<file path="config.mk">
export PLATFORM = sky130hd
export DESIGN_NAME = cache_ctl_reg
export DESIGN_NICKNAME = d
export VERILOG_FILES = /design/src/rtl/cache_ctl_pkg.sv /design/src/rtl/ctl_word_reg.sv /design/src/rtl/cache_addr_reg.sv /design/src/rtl/cache_valid_array.sv /design/src/rtl/cache_ctl_reg.sv
export SDC_FILE = /design/constraint.sdc
export NUM_CORES = 1
export LEC_CHECK = 0
export BUFFER_PORTS_ARGS = -buffer_cell sky130_fd_sc_hd__clkbuf_2
export CORE_MARGIN = 2
export CORE_UTILIZATION = 50
export DETAILED_ROUTE_END_ITERATION = 12
export PLACE_DENSITY = 0.76
export SYNTH_ARGS = -nofsm -noshare
export SYNTH_HDL_FRONTEND = slang
export SYNTH_SLANG_ARGS = --single-unit
</file>
<file path="constraint.sdc">
create_clock -name clk -period 1.86 [get_ports clk]
set_clock_uncertainty 0.2 [all_clocks]
set_input_delay 0.186 -clock clk [delete_from_list [all_inputs] [get_ports clk]]
set_output_delay 0.186 -clock clk [all_outputs]
set_load 0.01 [all_outputs]
</file>
<file path="src/rtl/cache_ctl_pkg.sv">
package cache_ctl_pkg;
    localparam int CTL_W   = 32;
    // control word bit positions
    localparam int B_IEN   = 0;
    localparam int B_IFRZ  = 1;
    localparam int B_ICLE  = 2;
    localparam int B_ICLA  = 3;
    localparam int B_IBST  = 4;
    localparam int B_DEN   = 8;
    localparam int B_DFRZ  = 9;
    localparam int B_DCLE  = 10;
    localparam int B_DCLA  = 11;
    localparam int B_DBST  = 12;
    localparam int B_WALC  = 13;

    typedef struct packed {
        logic walloc;
        logic d_burst;
        logic d_freeze;
        logic d_enable;
        logic i_burst;
        logic i_freeze;
        logic i_enable;
    } ctl_fields_t;

    typedef struct packed {
        logic d_all;
        logic d_one;
        logic i_all;
        logic i_one;
    } clr_cmd_t;
endpackage

</file>
<file path="src/rtl/ctl_word_reg.sv">
module ctl_word_reg
    import cache_ctl_pkg::*;
(
    input  logic             clk,
    input  logic             rst_n,
    input  logic             wr_en,
    input  logic [CTL_W-1:0] wdata,
    output ctl_fields_t      fields,
    output clr_cmd_t         cmd,
    output logic [CTL_W-1:0] rdata
);
    ctl_fields_t fields_q;

    always_ff @(posedge clk) begin
        if (!rst_n) begin
            fields_q <= '0;
        end else if (wr_en) begin
            fields_q.walloc   <= wdata[B_WALC];
            fields_q.d_burst  <= wdata[B_DBST];
            fields_q.d_freeze <= wdata[B_DFRZ];
            fields_q.d_enable <= wdata[B_DEN];
            fields_q.i_burst  <= wdata[B_IBST];
            fields_q.i_freeze <= wdata[B_IFRZ];
            fields_q.i_enable <= wdata[B_IEN];
        end
    end

    always_comb begin
        cmd.d_all = wr_en && wdata[B_DCLA];
        cmd.d_one = wr_en && wdata[B_DCLE];
        cmd.i_all = wr_en && wdata[B_ICLA];
        cmd.i_one = wr_en && wdata[B_ICLE];
    end

    always_comb begin
        rdata          = '0;
        rdata[B_WALC]  = fields_q.walloc;
        rdata[B_DBST]  = fields_q.d_burst;
        rdata[B_DFRZ]  = fields_q.d_freeze;
        rdata[B_DEN]   = fields_q.d_enable;
        rdata[B_IBST]  = fields_q.i_burst;
        rdata[B_IFRZ]  = fields_q.i_freeze;
        rdata[B_IEN]   = fields_q.i_enable;
    end

    assign fields = fields_q;
endmodule

</file>
<file path="src/rtl/cache_addr_reg.sv">
module cache_addr_reg #(
    parameter int IDX_W = 4,
    parameter int SEL_W = 2,
    localparam int POS_W = IDX_W + SEL_W
) (
    input  logic             clk,
    input  logic             rst_n,
    input  logic             wr_en,
    input  logic [31:0]      wdata,
    output logic [POS_W-1:0] pos
);
    // select sits just above the byte offset, index above the select
    localparam int LO = 2;

    always_ff @(posedge clk) begin
        if (!rst_n)
            pos <= '0;
        else if (wr_en)
            pos <= wdata[LO+POS_W-1:LO];
    end
endmodule

</file>
<file path="src/rtl/cache_valid_array.sv">
module cache_valid_array #(
    parameter int POS_W = 6,
    localparam int ENTRIES = 1 << POS_W
) (
    input  logic             clk,
    input  logic             rst_n,
    input  logic             clr_all,
    input  logic             clr_one,
    input  logic [POS_W-1:0] clr_pos,
    input  logic             fill_en,
    input  logic [POS_W-1:0] fill_pos,
    input  logic [POS_W-1:0] look_pos,
    output logic             look_valid
);
    logic [ENTRIES-1:0] vbits_q, vbits_d;

    always_comb begin
        vbits_d = vbits_q;
        if (fill_en) vbits_d[fill_pos] = 1'b1;
        if (clr_one) vbits_d[clr_pos]  = 1'b0;
        if (clr_all) vbits_d           = '0;
    end

    always_ff @(posedge clk) begin
        if (!rst_n) vbits_q <= '0;
        else        vbits_q <= vbits_d;
    end

    assign look_valid = vbits_q[look_pos];
endmodule

</file>
<file path="src/rtl/cache_ctl_reg.sv">
module cache_ctl_reg
    import cache_ctl_pkg::*;
#(
    parameter int IDX_W = 4,
    parameter int SEL_W = 2,
    localparam int POS_W = IDX_W + SEL_W
) (
    input  logic             clk,
    input  logic             rst_n,
    input  logic             ctl_wr_en,
    input  logic [31:0]      ctl_wdata,
    output logic [31:0]      ctl_rdata,
    input  logic             caddr_wr_en,
    input  logic [31:0]      caddr_wdata,
    output logic             d_enable,
    output logic             d_freeze,
    output logic             d_burst,
    output logic             d_write_alloc,
    output logic             i_enable,
    output logic             i_freeze,
    output logic             i_burst,
    input  logic             d_fill_en,
    input  logic [POS_W-1:0] d_fill_pos,
    input  logic [POS_W-1:0] d_look_pos,
    output logic             d_look_valid,
    input  logic             i_fill_en,
    input  logic [POS_W-1:0] i_fill_pos,
    input  logic [POS_W-1:0] i_look_pos,
    output logic             i_look_valid
);
    ctl_fields_t      fields;
    clr_cmd_t         cmd;
    logic [POS_W-1:0] entry_pos;

    ctl_word_reg u_word (
        .clk   (clk),
        .rst_n (rst_n),
        .wr_en (ctl_wr_en),
        .wdata (ctl_wdata),
        .fields(fields),
        .cmd   (cmd),
        .rdata (ctl_rdata)
    );

    cache_addr_reg #(.IDX_W(IDX_W), .SEL_W(SEL_W)) u_addr (
        .clk   (clk),
        .rst_n (rst_n),
        .wr_en (caddr_wr_en),
        .wdata (caddr_wdata),
        .pos   (entry_pos)
    );

    cache_valid_array #(.POS_W(POS_W)) u_dvalid (
        .clk       (clk),
        .rst_n     (rst_n),
        .clr_all   (cmd.d_all),
        .clr_one   (cmd.d_one),
        .clr_pos   (entry_pos),
        .fill_en   (d_fill_en),
        .fill_pos  (d_fill_pos),
        .look_pos  (d_look_pos),
        .look_valid(d_look_valid)
    );

    cache_valid_array #(.POS_W(POS_W)) u_ivalid (
        .clk       (clk),
        .rst_n     (rst_n),
        .clr_all   (cmd.i_all),
        .clr_one   (cmd.i_one),
        .clr_pos   (entry_pos),
        .fill_en   (i_fill_en),
        .fill_pos  (i_fill_pos),
        .look_pos  (i_look_pos),
        .look_valid(i_look_valid)
    );

    assign d_enable      = fields.d_enable;
    assign d_freeze      = fields.d_freeze;
    assign d_burst       = fields.d_burst;
    assign d_write_alloc = fields.walloc & fields.d_enable & ~fields.d_freeze;
    assign i_enable      = fields.i_enable;
    assign i_freeze      = fields.i_freeze;
    assign i_burst       = fields.i_burst;
endmodule

</file>
==> results of run 1 <==
-- critical path, delay by kind of cell (launching register included) --
kind / cells / cell delay, ns
AO/OA/AOI/OAI: 4 / 0.70
multiplexers: 1 / 0.47
flip-flops: 1 / 0.31
buffers and inverters: 1 / 0.14
-- power by group through the flow --
stage	Sequential, mW	Clock [mW]	Combinational (mW)
6_report	3.09	2.96	0.707
5_1_grt	3.09	3.13	0.753
4_1_cts	3.08	2.99	0.691
3_5_place_dp	3.15	0	0.636
3_3_place_gp	3.15	0	0.620
2_1_floorplan	3.13	0	0.444
-- per-stage QoR --
step	util, %	cell area (um2)	hold WS (ns)	worst slack [ns]
4_1_cts	62.1	8250	0.00625	-0.594
2_1_floorplan	-	6930	0.114	-0.0208
5_1_grt	62.1	8260	0.0386	-0.657
3_5_place_dp	56.2	7470	0.253	-0.438
6_report	62.1	8260	0.0292	-0.574
3_3_place_gp	56.2	7470	0.246	-0.374
-- registers in the layout, indices dropped and copies added (netlist names) --
register and flops:
u_ivalid.vbits_q 64, u_word.fields 7, u_dvalid.vbits_q 64, u_addr.pos 6
-- what timing repair did --
action                                 CTS  global route
cloned                                   0             0
hold buffers                            28             0
pin swaps                                4             1
buffers inserted                         0             0
resized for setup                        3             3
setup endpoints to repair                2            12
endpoints found under the hold margin   19             0
-- cell families after synthesis --
kind of cell | after synthesis | share of synthesized area [%]
compound gates | 202 | 17.8
other cells | 1 | 0.0548
simple gates | 248 | 18.1
flops | 141 | 41.3
buf+inv | 95 | 7.48
mux | 60 | 15.3
-- metal layers --
layer	wire [um]	share of wire, %
met5	0	0
met2	10200	49
met4	509	2.5
met3	1870	9.0
met1	8180	39
-- cells in the final DEF (no fill, tap or decap), types with 2 or more instances in the layout --
master / instances
buf_4: 58
a211oi_1: 50
clkinvlp_4: 2
and3b_1: 6
nor2b_1: 20
mux2i_1: 27
a21oi_1: 124
nor2_1: 83
a31oi_1: 7
nand2b_1: 6
and2_1: 2
conb_1: 25
mux4_1: 5
and2_2: 2
nand2_1: 20
clkbuf_1: 3
mux4_2: 27
clkinv_2: 6
nand3_1: 5
inv_1: 4
dlygate4sd3_1: 28
clkbuf_2: 62
dfxtp_1: 141
buf_12: 4
and3_1: 5
nand2_2: 2
nor3b_1: 6
nand3b_1: 4
clkbuf_16: 17
clkbuf_8: 2
or3b_2: 2
nor3_1: 78
nor3b_2: 3
a311oi_1: 16
-- worst paths after layout --
| kind | startpoint | to | slack, ns |
|---|---|---|---|
| worst max register to register | u_addr.pos[0] | u_addr.pos[0] | 0.08 |
| worst max-delay path | u_ivalid.vbits_q[53] | i_look_valid | -0.57 |
| worst min register to register | u_ivalid.vbits_q[30] | u_ivalid.vbits_q[30] | 0.31 |
| worst min-delay path | i_fill_pos[0] | u_ivalid.vbits_q[61] | 0.03 |
-- area by class of cell --
class	instances	area, um2	share of cell area (%)
Clock buffer	22	464	5.62
Timing Repair Buffer	152	1110	13.4
Multi-Input combinational cell	535	3590	43.4
Sequential cell	141	2820	34.2
Tap cell	176	220	2.67
Inverter	4	15.0	0.182
Clock inverter	8	45.0	0.545
==> impl_metrics.py, run 1 <==
metrics = {
    "outcome": {
        "status": "finished with violations",
        "violations": "setup timing",
    },
    "critical_path": {
        "max_stage_delay_ns": 0.47,
        "path_max_fanout": 2,
        "worst_ep_arrival_time_ns": 2.05,
        "cp.required_ns": 1.47,
        "reg2reg_depth": 4,
        "startpoint_type": "register",
        "cp_slowest_cell": "mux4_2",
        "path_class": "register to primary output",
        "end_kind": "primary output",
        "crit_top_cell": "a311oi_1",
        "cp_cell_sequence": "mux4_2 -> a22oi_2 -> a311oi_1 -> a311oi_1 -> o31ai_1 -> clkbuf_2",
    },
    "clocking": {
        "cts_buffers": 17,
        "cts_tree": "built",
        "htreeDepth": 4,
        "clk_pin_slew_ns": 0.06,
        "cts.sinks": 141,
        "cts_buffer_depth": 2,
        "insertion_delay_ns": 0.41,
        "ctsRootBufferMaster": "clkbuf_16",
    },
    "floorplan": {
        "core_um2": 13300,
        "die_w_um": 121,
        "fp-row-count": 42,
        "ioPinCount": 135,
        "die_area_um2": 14600,
        "start_util_pct": 51.5,
        "die_h_um": 121,
    },
    "synth": {
        "synth_edf_count": 0,
        "synth_cells": 747,
        "yosysSeqAreaShare_pct": 41.3,
        "async_reset_ff_share_pct": 0,
        "synthTopCellsByCount": "dfxtp_1 (141), a21oi_1 (124), nor2_1 (83)",
        "synth_ff_type": "dfxtp_1",
        "yosys_warnings": 0,
        "ys_seq_elements": 141,
        "synth_most_common_cell": "dfxtp_1",
        "synth_area_leader_cell": "dfxtp_1",
        "syn_area_um2": 6840,
        "synthTopCellsByArea": "dfxtp_1 (41%), a21oi_1 (9.1%), mux4_2 (6.6%)",
        "synth_area_per_cell_um2": 9.16,
        "synthDistinctLibCells": 37,
        "yosysTopAreaCellShare_pct": 41.3,
    },
    "place": {
        "gp_congestion": 0.898,
        "port_buffers": 62,
        "placed_cells": 980,
        "dp_hpwl_um": 13800,
    },
    "timing": {
        "max_freq_mhz": 411,
        "fin_ws_ns": -0.574,
        "setup_viol": 2,
        "hold_violations": 0,
        "fin_crit_sh_pct": 131,
        "rsz0062_at_grt": "true",
        "max_slew_margin_pct": 54.7,
        "drv_slew": 0,
        "tns_ns": -1.06,
        "worst_pin_slew_ns": 0.679,
        "fin_crit_ns": 2.43,
    },
    "final_layout": {
        "nFillCells": 1054,
        "nets": 945,
        "drive_above_1_share_pct": 22.2,
        "antenna_cells": 0,
        "area_delta_synth_final_pct": 20.8,
        "instances_no_fill": 1038,
    },
    "power_and_ir_drop": {
        "combPwrFrac_pct": 10.5,
        "p_int_mw": 5.07,
        "power_leakage_nw": 3.09,
        "ir_drop_mv": 0.657,
        "clkPwrFrac_pct": 43.8,
        "power_switching_mw": 1.68,
        "finalPower_mw": 6.75,
        "p_per_area_nw_per_um2": 817,
        "seq_power_share_pct": 45.7,
        "switching_share_pct": 24.8,
    },
    "route": {
        "ant_nets": 0,
        "vias_per_cell": 6.23,
        "drt-initial-drc-count": 688,
        "wl_um": 20700,
        "post-route-drc-count": 0,
        "vias": 6464,
        "wl_per_cell_um": 20.0,
        "drt_pass1_iterations": 6,
    },
    "grt": {
        "grt_util_all_layers_pct": 28.9,
        "grt_pass1_vias": 6357,
        "use_met1_pct": 36.2,
        "grt_use_met2_pct": 48.1,
        "use_met3_pct": 6.30,
        "antenna_found_initial": 0,
        "busiest_layer": "met2",
        "grt_max_degree": 65,
        "grt_pass1_wl_um": 32600,
        "grt_overflow": 0,
    },
    "min_path": {
        "hold_path_depth": 3,
        "worstHoldPathType": "primary input to register",
    },
    "run": {
        "drv_cap": 0,
    },
}
No activity file was read; power rests on OpenSTA's default activity.
==> inputs of run 2 (changes only) <==
--- a/config.mk
+++ b/config.mk
@@ -7,9 +7,9 @@
 export LEC_CHECK = 0
 export BUFFER_PORTS_ARGS = -buffer_cell sky130_fd_sc_hd__clkbuf_2
 export CORE_MARGIN = 2
-export CORE_UTILIZATION = 50
+export CORE_UTILIZATION = 55
 export DETAILED_ROUTE_END_ITERATION = 12
-export PLACE_DENSITY = 0.76
+export PLACE_DENSITY = 0.8
 export SYNTH_ARGS = -nofsm -noshare
 export SYNTH_HDL_FRONTEND = slang
 export SYNTH_SLANG_ARGS = --single-unit
==> constraint.sdc (replaced) <==
create_clock -name clk -period 2.5 [get_ports clk]
set_clock_uncertainty 0.2 [all_clocks]
set_input_delay 0.25 -clock clk [delete_from_list [all_inputs] [get_ports clk]]
set_output_delay 0.25 -clock clk [all_outputs]
set_load 0.01 [all_outputs]
==> impl_metrics.py, run 2 (synthesis gave the netlist of run 1 again) <==
metrics = {
    "clocking": {
        "ctsRootBufferMaster": "clkbuf_16",
        "postCtsSetupBuffers": 0,
        "cts_buffers": 17,
        "cts_tree": "built",
        "cts.sinks": 141,
        "insertion_delay_ns": 0.43,
        "cts_buffer_depth": 2,
        "htreeDepth": 4,
        "clk_pin_slew_ns": 0.06,
    },
    "final_layout": {
        "finalInstanceArea_um2": 8080,
        "area_delta_synth_final_pct": 18.2,
        "nets": 902,
        "antenna_cells": 0,
        "nFillCells": 937,
        "final_cell_mix": "dfxtp_1 (140), a21oi_1 (124), nor2_1 (83)",
        "final_util_pct": 67.0,
        "final_common_cell": "dfxtp_1",
        "drive_above_1_share_pct": 19.7,
    },
    "critical_path": {
        "reg2reg_depth": 4,
        "r2r-end": "u_ivalid.vbits_q[0]",
        "startpoint_type": "register",
        "path_max_fanout": 2,
        "path_class": "register to primary output",
        "end_kind": "primary output",
        "reg2reg_slack_ns": 0.11,
        "cp.required_ns": 2.05,
        "cp_slowest_cell": "mux4_2",
        "crit_top_cell": "a311oi_1",
        "worst_ep_arrival_time_ns": 2.08,
        "max_stage_delay_ns": 0.50,
        "cp_cell_sequence": "mux4_2 -> a22oi_2 -> a311oi_1 -> a311oi_1 -> o31ai_1 -> buf_2",
        "rr_startpoint": "u_addr.pos[1]",
    },
    "timing": {
        "tns_ns": -0.0341,
        "setup_viol": 1,
        "fin_crit_sh_pct": 101,
        "rsz0062_at_grt": "true",
        "drv_slew": 0,
        "fin_ws_ns": -0.0341,
        "fin_hold_ws_ns": 0.0420,
        "max_slew_margin_pct": 29.3,
        "worst_pin_slew_ns": 1.05,
        "max_freq_mhz": 395,
        "fin_crit_ns": 2.53,
        "hold_violations": 0,
    },
    "grt": {
        "grt_pass1_vias": 6048,
        "grt_overflow": 0,
        "grt_pass1_wl_um": 31400,
        "grt_util_all_layers_pct": 31.2,
        "grt_max_degree": 65,
        "antenna_found_initial": 0,
    },
    "route": {
        "post-route-drc-count": 0,
        "drt_pass1_iterations": 6,
        "wl_per_cell_um": 20.3,
        "ant_nets": 0,
        "vias": 6285,
        "wl_um": 20100,
        "vias_per_cell": 6.35,
        "drt-initial-drc-count": 735,
    },
    "place": {
        "dp_hpwl_um": 13400,
        "placed_cell_area_um2": 7260,
        "port_buffers": 62,
        "gp_congestion": 0.913,
    },
    "min_path": {
        "worstHoldPathType": "primary input to register",
        "hold-path-endpoint": "u_word.fields[1]",
        "min-delay-start": "rst_n",
        "hold_path_depth": 2,
    },
    "power_and_ir_drop": {
        "ir_drop_mv": 0.571,
        "p_per_area_nw_per_um2": 701,
        "power_leakage_nw": 2.97,
    },
    "floorplan": {
        "fp-row-count": 40,
        "die_area_um2": 13300,
        "start_util_pct": 56.7,
        "ioPinCount": 135,
        "core_um2": 12100,
        "die_h_um": 116,
        "die_w_um": 116,
    },
    "outcome": {
        "status": "finished with violations",
        "violations": "setup timing",
    },
    "run": {
        "drv_cap": 0,
    },
}
-- run 2: cell types whose count changed in the layout (fill, tap and decap cells not counted), sizes merged --
cell,previous run,this run
buf,62,34
clkinv,6,2
clkinvlp,2,5
inv,4,5
bufinv,0,6
dlygate4sd3,28,14
clkbuf,84,79
-- run 2: per-layer routing --
layer	part of all wire, %	vias up	GRT usage, %	wire (um)
li1	-	2835	-	-
met1	37	2977	35.4	7410
met2	49	380	51.5	9780
met3	9.7	93	9.31	1950
met4	4.8	0	19.4	970
met5	0	-	0	0
-- run 2: metrics by stage --
stage,worst slack [ns],power (mW),std cells
6_report,-0.0341,5.67,989
3_5_place_dp,0.0570,2.79,943
2_1_floorplan,0.434,2.66,771
3_3_place_gp,0.0646,2.77,943
5_1_grt,-0.0817,5.82,989
4_1_cts,-0.0140,5.67,989
-- run 2: how the worst max path moves through the flow --
stage,startpoint,to,slack [ns],depth (start not counted)
after floorplan,d_look_pos[0],d_look_valid,0.43,7
after global placement,u_addr.pos[2],u_ivalid.vbits_q[44],0.06,4
after detailed placement,i_look_pos[0],i_look_valid,0.06,8
after CTS,u_ivalid.vbits_q[45],i_look_valid,-0.01,6
after global routing,u_ivalid.vbits_q[53],i_look_valid,-0.08,6
final,u_ivalid.vbits_q[53],i_look_valid,-0.03,6
-- run 2: repair_timing --
item / in CTS / in global routing
endpoints found under the hold margin: 14 / 0
resized for setup: 5 / 3
hold buffers: 14 / 0
pin swaps: 3 / 2
endpoints found under the setup margin: 1 / 9
-- run 2: power breakdown --
group / total (mW) / leakage, nW / internal (mW) / switching (mW)
combinational: 0.479 / 1.51 / 0.169 / 0.310
sequential: 2.29 / 1.14 / 2.27 / 0.0224
clock: 2.90 / 0.315 / 1.90 / 0.998
total: 5.67 / 2.97 / 4.34 / 1.33
-- run 2: layout make-up --
cell class                 count  area (um2)  share of cell area (%)
multi-input combinational    535        3610                    44.6
sequential                   141        2820                    34.9
timing repair buffer         109         748                    9.26
clock buffer                  18         439                    5.43
clock inverter                14         240                    2.97
tap                          168         210                    2.60
inverter                       4        15.0                   0.186
-- run 2: critical path, delay by kind of cell, from the launching register on --
kind	cells	cell delay (ns)
muxes	1	0.50
DFF	1	0.32
buffers and inverters	1	0.16
AOI/OAI and AO/OA	4	0.68
==> inputs of run 3 (changes only) <==
--- a/config.mk
+++ b/config.mk
@@ -7,9 +7,9 @@
 export LEC_CHECK = 0
 export BUFFER_PORTS_ARGS = -buffer_cell sky130_fd_sc_hd__clkbuf_2
 export CORE_MARGIN = 2
-export CORE_UTILIZATION = 55
+export CORE_UTILIZATION = 37
+export CTS_CLUSTER_DIAMETER = 60
 export DETAILED_ROUTE_END_ITERATION = 12
-export PLACE_DENSITY = 0.8
 export SYNTH_ARGS = -nofsm -noshare
 export SYNTH_HDL_FRONTEND = slang
 export SYNTH_SLANG_ARGS = --single-unit
==> impl_metrics.py, run 3 (synthesis gave the netlist of run 1 again) <==
metrics = {
    "critical_path": {
        "end_kind": "primary output",
        "worst_ep_arrival_time_ns": 2.04,
        "r2r-end": "u_dvalid.vbits_q[9]",
        "crit_buf_inv": 1,
        "cp.required_ns": 2.05,
        "crit_top_cell": "mux2i_1",
        "startpoint_type": "register",
        "rr_startpoint": "u_addr.pos[3]",
        "reg2reg_depth": 3,
        "crit_family": "multiplexers",
        "cp_slowest_cell": "mux4_2",
        "max_stage_delay_ns": 0.46,
        "reg2reg_slack_ns": 0.38,
        "path_class": "register to primary output",
        "cp_cell_sequence": "mux4_2 -> mux2i_1 -> mux2i_1 -> a311oi_1 -> o31ai_1 -> buf_2",
        "path_max_fanout": 2,
    },
    "route": {
        "vias_per_cell": 5.72,
        "wl_um": 20300,
        "drt-initial-drc-count": 466,
        "post-route-drc-count": 0,
        "drt_pass1_iterations": 6,
        "ant_nets": 0,
        "wl_per_cell_um": 19.2,
        "vias": 6047,
    },
    "final_layout": {
        "final_util_pct": 45.3,
        "drive_above_1_share_pct": 20.9,
        "antenna_cells": 0,
        "area_delta_synth_final_pct": 19.3,
        "final_common_cell": "dfxtp_1",
        "final_cell_mix": "dfxtp_1 (139), a21oi_1 (124), nor2_1 (83)",
        "nets": 911,
    },
    "timing": {
        "setup_viol": 0,
        "max_freq_mhz": 402,
        "drv_slew": 0,
        "fin_crit_ns": 2.49,
        "hold_violations": 0,
        "rsz0062_at_grt": "true",
        "fin_hold_ws_ns": 0.0515,
        "fin_ws_ns": 0.0118,
        "tns_ns": 0,
        "max_slew_margin_pct": 50.4,
        "fin_crit_sh_pct": 99.5,
        "worst_pin_slew_ns": 0.742,
    },
    "clocking": {
        "cts_tree": "built",
        "htreeDepth": 4,
        "cts_buffers": 17,
        "cts_buffer_depth": 2,
        "clk_pin_slew_ns": 0.06,
        "cts.sinks": 141,
        "ctsRootBufferMaster": "clkbuf_16",
        "insertion_delay_ns": 0.43,
    },
    "floorplan": {
        "die_w_um": 140,
        "die_area_um2": 19600,
        "ioPinCount": 135,
        "die_h_um": 140,
        "core_um2": 18000,
        "start_util_pct": 38.0,
        "fp-row-count": 49,
    },
    "grt": {
        "antenna_found_initial": 0,
        "grt_pass1_wl_um": 32100,
        "grt_pass1_vias": 5809,
        "grt_util_all_layers_pct": 21.1,
        "grt_overflow": 0,
        "grt_max_degree": 65,
    },
    "place": {
        "dp_hpwl_um": 13200,
        "gp_congestion": 0.811,
        "dp_slack_ns": 0.102,
        "port_buffers": 62,
    },
    "outcome": {
        "status": "finished, final reports clean",
    },
    "min_path": {
        "hold_path_depth": 3,
        "hold-path-endpoint": "u_dvalid.vbits_q[34]",
        "min-delay-start": "d_fill_en",
        "worstHoldPathType": "primary input to register",
    },
    "run": {
        "drv_cap": 0,
    },
    "power_and_ir_drop": {
        "p_per_area_nw_per_um2": 682,
        "ir_drop_mv": 0.590,
        "finalPower_mw": 5.56,
        "power_leakage_nw": 2.99,
    },
}
run 3: cell types whose count changed in the layout (fill, tap and decap cells not counted), moves of 2 or more:
cell / change
buf_12: -2
buf_4: +11
clkinvlp_4: -3
inv_6: +2
mux4_1: -2
mux4_2: +2
run 3: worst max-delay path by stage:
stage	start	end	slack (ns)	depth (start not counted)
3_5_place_dp	i_look_pos[0]	i_look_valid	0.10	8
2_1_floorplan	d_look_pos[0]	d_look_valid	0.43	7
6_report	u_ivalid.vbits_q[27]	i_look_valid	0.01	6
5_1_grt	u_ivalid.vbits_q[31]	i_look_valid	-0.05	6
3_3_place_gp	i_look_pos[0]	i_look_valid	0.07	8
4_1_cts	u_ivalid.vbits_q[56]	i_look_valid	0.0004	6
run 3: what timing repair did:
| item | 4_1_cts | 5_1_grt |
|---|---|---|
| resized for setup | 3 | 8 |
| pin swaps | 2 | 2 |
| setup endpoints to repair | 1 | 2 |
| hold buffers | 14 | 0 |
| hold endpoints to repair | 14 | 0 |
| buffers inserted | 0 | 0 |
run 3: final cells by class:
| class | count | area [um2] |
|---|---|---|
| Inverter | 4 | 15.0 |
| Timing Repair Buffer | 118 | 791 |
| Fill cell | 1811 | 9870 |
| Sequential cell | 141 | 2830 |
| Multi-Input combinational cell | 535 | 3600 |
| Clock inverter | 13 | 214 |
| Clock buffer | 18 | 429 |
| Tap cell | 229 | 287 |
run 3: through the flow:
step | std cells | cell area (um2)
floorplan | 771 | 6930
global placement | 1013 | 7380
detailed placement | 1013 | 7380
CTS | 1058 | 8160
global route | 1058 | 8160
finish | 1058 | 8160
run 3: worst register-to-register path, delay by kind of cell (launching register included):
family,cells,cell delay [ns]
flip-flops,1,0.48
AO/OA/AOI/OAI,1,0.17
AND/OR/NAND/NOR,2,1.13
run 3: metal layers:
layer | GRT usage (%) | wire length [um]
met2 | 33.6 | 9590
met3 | 4.82 | 1330
met1 | 27.6 | 8840
met5 | 0 | 0
met4 | 8.74 | 569
run 3: where the power goes:
part / leakage, nW / internal (mW) / switching [mW]
Sequential: 1.14 / 2.27 / 0.0236
Clock: 0.307 / 1.77 / 1.01
Combinational: 1.54 / 0.172 / 0.314
Total: 2.99 / 4.22 / 1.35
